File: config.mk
export PLATFORM = sky130hd
export DESIGN_NAME = fx_flag_alu
export DESIGN_NICKNAME = d
export VERILOG_FILES = /design/src/rtl/fx_flag_pkg.sv /design/src/rtl/fx_arith.sv /design/src/rtl/fx_flag_reg.sv /design/src/rtl/fx_cond_eval.sv /design/src/rtl/fx_flag_alu.sv
export SDC_FILE = /design/constraint.sdc
export NUM_CORES = 1
export LEC_CHECK = 0
export CORE_MARGIN = 5
export CORE_UTILIZATION = 70
export CTS_BUF_LIST = sky130_fd_sc_hd__clkbuf_8
export DETAILED_ROUTE_END_ITERATION = 8
export DONT_BUFFER_PORTS = 1
export GPL_TIMING_DRIVEN = 1
export HOLD_SLACK_MARGIN = 0.12
export PLACE_DENSITY = 0.86
export REMOVE_ABC_BUFFERS = 1
export SLEW_MARGIN = 15
export SYNTH_ARGS = -nofsm -noshare
export SYNTH_HDL_FRONTEND = slang
export SYNTH_SLANG_ARGS = --single-unit
export TNS_END_PERCENT = 20
File: constraint.sdc
create_clock -name clk -period 9.3 [get_ports clk]
set_clock_uncertainty 0.1 [all_clocks]
set_input_delay 1.395 -clock clk [delete_from_list [all_inputs] [get_ports clk]]
set_output_delay 1.395 -clock clk [all_outputs]
set_load 0.05 [all_outputs]
File: src/rtl/fx_flag_pkg.sv
`timescale 1ns/1ps
package fx_flag_pkg;

  typedef enum logic [1:0] {
    OP_ADD  = 2'b00,
    OP_SUB  = 2'b01,
    OP_AND  = 2'b10,
    OP_AND2 = 2'b11
  } alu_op_e;

  typedef struct packed {
    logic n;
    logic z;
    logic c;
    logic v;
  } nzcv_t;

  // Condition evaluation: bits [3:1] pick the base test, bit 0 inverts it,
  // except for the always-true pair at 3'b111.
  function automatic logic cond_holds(input logic [3:0] code, input nzcv_t f);
    logic base;
    unique case (code[3:1])
      3'd0: base = f.z;
      3'd1: base = f.c;
      3'd2: base = f.n;
      3'd3: base = f.v;
      3'd4: base = f.c & ~f.z;
      3'd5: base = (f.n == f.v);
      3'd6: base = ~f.z & (f.n == f.v);
      default: base = 1'b1;
    endcase
    if (code[3:1] == 3'd7) return 1'b1;
    return code[0] ? ~base : base;
  endfunction

endpackage

File: src/rtl/fx_arith.sv
`timescale 1ns/1ps
module fx_arith
  import fx_flag_pkg::*;
#(
  parameter int XLEN = 64
) (
  input  alu_op_e         op,
  input  logic            w32,
  input  logic [XLEN-1:0] a,
  input  logic [XLEN-1:0] b,
  output logic [XLEN-1:0] res,
  output nzcv_t           flg_nxt,
  output logic            is_logic_op
);
  localparam int HW  = XLEN / 2;
  localparam int WP1 = XLEN + 1;
  localparam int HP1 = HW + 1;

  // Full-width adder with carry-in; returns {carry, sum}.
  function automatic logic [WP1-1:0] add_full(input logic [XLEN-1:0] x,
                                              input logic [XLEN-1:0] y,
                                              input logic ci);
    return {1'b0, x} + {1'b0, y} + WP1'(ci);
  endfunction

  // Half-width adder with carry-in; returns {carry, sum}.
  function automatic logic [HP1-1:0] add_half(input logic [HW-1:0] x,
                                              input logic [HW-1:0] y,
                                              input logic ci);
    return {1'b0, x} + {1'b0, y} + HP1'(ci);
  endfunction

  // Signed overflow: operands agree in sign, result disagrees.
  function automatic logic ovf(input logic sx, input logic sy, input logic sr);
    return (sx == sy) && (sr != sx);
  endfunction

  logic            sub_op;
  logic [XLEN-1:0] b_eff;
  logic [WP1-1:0]  sum_w;
  logic [HP1-1:0]  sum_h;
  logic [XLEN-1:0] and_w;
  logic            c_arith;
  logic            v_arith;
  logic            msb;

  assign sub_op      = (op == OP_SUB);
  assign is_logic_op = op[1];
  assign b_eff       = sub_op ? ~b : b;
  assign sum_w       = add_full(a, b_eff, sub_op);
  assign sum_h       = add_half(a[HW-1:0], b_eff[HW-1:0], sub_op);
  assign and_w       = a & b;

  always_comb begin
    if (is_logic_op) begin
      res = w32 ? {{HW{1'b0}}, and_w[HW-1:0]} : and_w;
    end else if (w32) begin
      res = {{HW{1'b0}}, sum_h[HW-1:0]};
    end else begin
      res = sum_w[XLEN-1:0];
    end
  end

  always_comb begin
    if (w32) begin
      c_arith = sum_h[HW];
      v_arith = ovf(a[HW-1], b_eff[HW-1], sum_h[HW-1]);
      msb     = res[HW-1];
    end else begin
      c_arith = sum_w[XLEN];
      v_arith = ovf(a[XLEN-1], b_eff[XLEN-1], sum_w[XLEN-1]);
      msb     = res[XLEN-1];
    end
  end

  always_comb begin
    flg_nxt.n = msb;
    flg_nxt.z = (res == '0);
    flg_nxt.c = is_logic_op ? 1'b0 : c_arith;
    flg_nxt.v = is_logic_op ? 1'b0 : v_arith;
  end

  // narrow mode never leaks into the upper half
  always_comb begin
    if (w32) a_r7_upper_zero: assert (res[XLEN-1:HW] == '0);
  end

endmodule

File: src/rtl/fx_flag_reg.sv
`timescale 1ns/1ps
module fx_flag_reg
  import fx_flag_pkg::*;
(
  input  logic  clk,
  input  logic  rst,
  input  logic  upd,
  input  nzcv_t nxt,
  output nzcv_t cur
);
  always_ff @(posedge clk) begin
    if (rst)      cur <= '0;
    else if (upd) cur <= nxt;
  end

  // no set-flags, no change
  a_r3_hold: assert property (@(posedge clk) disable iff (rst)
    !upd |=> $stable(cur));

  // set-flags captures the presented flags
  a_r3_capture: assert property (@(posedge clk) disable iff (rst)
    upd |=> (cur == $past(nxt)));

  // synchronous clear
  a_r10_reset_clear: assert property (@(posedge clk)
    rst |=> (cur == 4'b0000));

endmodule

File: src/rtl/fx_cond_eval.sv
`timescale 1ns/1ps
module fx_cond_eval
  import fx_flag_pkg::*;
(
  input  logic [3:0] code,
  input  nzcv_t      f,
  output logic       taken
);
  assign taken = cond_holds(code, f);

  // codes 14 and 15 always hold; EQ and NE are complementary on Z
  always_comb begin
    if (code[3:1] == 3'b111) a_r9_always: assert (taken);
    if (code == 4'd0)        a_r9_eq_z:   assert (taken == f.z);
    if (code == 4'd1)        a_r9_ne_z:   assert (taken == ~f.z);
  end

endmodule

File: src/rtl/fx_flag_alu.sv
`timescale 1ns/1ps
module fx_flag_alu
  import fx_flag_pkg::*;
#(
  parameter int XLEN = 64
) (
  input  logic            clk,
  input  logic            rst,
  input  logic [1:0]      op_sel,
  input  logic            set_flags,
  input  logic            w32,
  input  logic [XLEN-1:0] opnd_a,
  input  logic [XLEN-1:0] opnd_b,
  input  logic            dst_zr,
  input  logic [3:0]      cond,
  output logic [XLEN-1:0] res,
  output logic            wr_en,
  output logic [3:0]      flags,
  output logic            cond_true
);
  nzcv_t flg_nxt;
  nzcv_t flg_cur;
  logic  logic_op_evt;

  fx_arith #(.XLEN(XLEN)) u_arith (
    .op          (alu_op_e'(op_sel)),
    .w32         (w32),
    .a           (opnd_a),
    .b           (opnd_b),
    .res         (res),
    .flg_nxt     (flg_nxt),
    .is_logic_op (logic_op_evt)
  );

  fx_flag_reg u_flags (
    .clk (clk),
    .rst (rst),
    .upd (set_flags),
    .nxt (flg_nxt),
    .cur (flg_cur)
  );

  fx_cond_eval u_cond (
    .code  (cond),
    .f     (flg_cur),
    .taken (cond_true)
  );

  assign wr_en = ~dst_zr;
  assign flags = flg_cur;

  // zero-register destination never writes back
  always_comb begin
    if (dst_zr) a_r8_no_write: assert (!wr_en);
  end

  // a flag-setting AND leaves C and V clear
  a_r6_and_clears_cv: assert property (@(posedge clk) disable iff (rst)
    (set_flags && logic_op_evt) |=> (flags[1:0] == 2'b00));

endmodule

==> reports/qor.txt <==
status = complete, no violations
CP Max Fanout = 80
max reg flops = 4
antenna violations before repair = 1
Num CTS Buffers = 3
Final Hold Fails = 0
VDD IR max = 0.0000867 V
r2r setup slk = 8.01 ns
Clock power frac = 4.7%
cell with the most instances after synthesis = nand2_1
Flop pwr share = 2.7%
largest net degree at the start of global routing = 81
top cell type's share of synthesized area = 15.5%
Worst setup SP type = input port
Min-Delay Path Depth = 2
reg2reg end = u_flags.cur[3]$_SDFFE_PP0P_
antenna cells = 0
number of flops mapped to enable cells by yosys = 0
synth cell count leaders = 94 x nand2_1, 92 x a21oi_1, 79 x xnor2_1, 77 x ha_1, 77 x o21ai_0
Avg Cell Area, Syn = 6.64 µm²
vias in the first global route = 7239
share of cells above drive strength 1 = 4.01%
Gate Count Post-Synth = 938
GP Congestion = 1.04
PD cells = 133 mW/mm²
hold slack = 0.692 ns
crit share post-route = 81.5%
Area Overhead vs Synth = 0.944%
post-layout util = 72.5%
hold path start = u_flags.cur[3]$_SDFFE_PP0P_
ANT nets after route = 0
WHS Endpoint = u_flags.cur[3]$_SDFFE_PP0P_
Layout Cells excl Fill = 1005
synthesized area = 0.00623 mm²
worst slew pin tran = 1.22 ns
fill cell count = 742
Overall Power = 0.834 mW
dpl hpwl = 19300 µm
Layout Nets = 1116
#FFs+latches synth = 4
Setup CP Type = in -> out
full die area = 0.0109 mm²
CTS Sinks = 4
Total Routing Usage GR = 40.1%
Reg2Reg Depth = 2
vias per cell = 7.62
asr flop ratio synth = 0%
Top-Level Pins = 209
Core Area = 0.00868 mm²
Die Y = 104 µm
RSZ-0062 raised after global routing = no
area of the multi-input gates = 0.00590 mm²
DP Cell Count = 1002
row cnt = 34
CTS tree = yes
Leak = 2.54 nW
max incr delay on CP = 0.79 ns
CP startpoint = op_sel[1]
CP arrival = 6.09 ns
Reg with most FFs = u_flags.cur
# Post-CTS Setup Buffers = 0
H-Tree Depth = 1
slew margin rel. = 17.9%
Cell variety after synth = 75
CTS clk-pin slew, worst paths = 0.03 ns
Slew Limit Fails = 0
switching pwr = 0.562 mW
Synth area leaders = ha_1 15%, xnor2_1 11%, a21oi_1 7.4%, o21ai_0 6.2%, nand2_1 5.7%
first-pass GRT wire length = 36900 µm
# DRC = 0
launch point of the worst reg-to-reg path = u_flags.cur[3]$_SDFFE_PP0P_
Port-buffer cells = 0
Slowest-stage cell, CP = o21ai_1
post-route setup TNS = 0 ns
fin crit period = 7.58 ns
# hold bufs at CTS = 0
die width = 104 µm
dominant synthesized flop cell = dfxtp_1
Worst Setup End Kind = output port
post-CTS sizing = 0
Remaining Overflow, GRT = 0
Critical Path RT = 7.81 ns
CTS Root Buffer Type = clkbuf_8
Int Power = 0.273 mW
initial drt markers = 941
f_max = 0.132 GHz
cell taking the most area after synthesis = ha_1
Syn. warnings = 0
critical path, cell by cell = nand2b_4 > buf_4 > xnor2_1 > ha_1 > a21o_1 > a21o_1 > a221o_1 > a211oi_1 > o221a_2 > nand2_1 > a211oi_1 > o31ai_1 > xnor2_1 > o21ai_1
DR WL/cell = 23.5 µm
Register Area = 80.1 µm²
via count = 7663
switch share = 67.3%
drt pass-1 iters = 5
WL final = 23600 µm
biggest regs = u_flags.cur: 4 flops
Max-cap violations = 0
Initial Util = 71.8%
endpoints failing setup = 0
class of the worst hold path = reg -> reg
Max Root-Sink Buffers = 2
combinational power share = 92.7%
Clk Latency, worst-skew pair = 0.23 ns
Seq/Total Area, Yosys = 1.29%
## cell type report
cell class | count | area share (%)
flip-flops and latches | 4 | 1.27
clock buffers | 3 | 0.657
inverters | 26 | 1.55
multi-input cells | 859 | 93.8
repair buffers | 5 | 0.597
well taps | 108 | 2.15
## worst max path at each step
stage                   end  slack [ns]  cells after the start
finish              res[62]        1.72                     14
floorplan           res[62]        2.21                     13
global placement    res[62]        2.02                     14
CTS                 res[62]        1.84                     14
global route        res[60]        1.59                     13
detailed placement  res[62]        1.89                     14
## cells by family (layout without fill, tap and decap cells)
logic type	after synthesis	in the layout	synth area share, %
muxes	7	7	1.33
adders and majority gates	78	78	15.8
buffers and inverters	75	34	4.82
and+or+nand+nor	328	328	26.3
AOI/OAI and AO/OA	335	335	34.9
xor gates and xnor gates	111	111	15.6
DFF	4	4	1.29
## critical path, delay by kind of cell
family                   cells  cell delay, ns
buffers and inverters        1            0.47
adder cells (fa/ha/maj)      1            0.41
AO/OA/AOI/OAI                8            2.70
XOR/XNOR                     2            0.29
AND/OR/NAND/NOR              2            0.76
## through the flow
stage / cell area (µm²) / worst slack, ns
floorplan: 6030 / 2.21
global placement: 6240 / 2.02
detailed placement: 6240 / 1.89
CTS: 6280 / 1.84
global route: 6290 / 1.59
finish: 6290 / 1.72
## power by group through the flow
stage / clock network [mW] / logic (mW) / registers, mW
finish: 0.0389 / 0.773 / 0.0223
global route: 0.0405 / 0.820 / 0.0224
CTS: 0.0390 / 0.751 / 0.0223
detailed placement: 0 / 0.747 / 0.0225
global placement: 0 / 0.732 / 0.0225
floorplan: 0 / 0.600 / 0.0221
## metal layers
layer	GRT usage, %	vias to the layer above	wire, µm
met4	11.8	2	702
met3	11.0	74	3560
met2	62.5	601	10300
met5	0	-	11
li1	-	3455	-
met1	53.7	3531	9040
## cell usage in the layout (no fill, tap or decap), types with 22 or more instances in the layout
master,count
xor2_1,32
o21ai_1,33
inv_1,25
ha_1,77
a21o_1,26
nand2_1,94
nor2_1,56
a21oi_1,92
nor3_1,22
xnor2_1,79
nand3_1,60
nand4_1,32
o21ai_0,48
No activity file was read; power rests on OpenSTA's default activity.
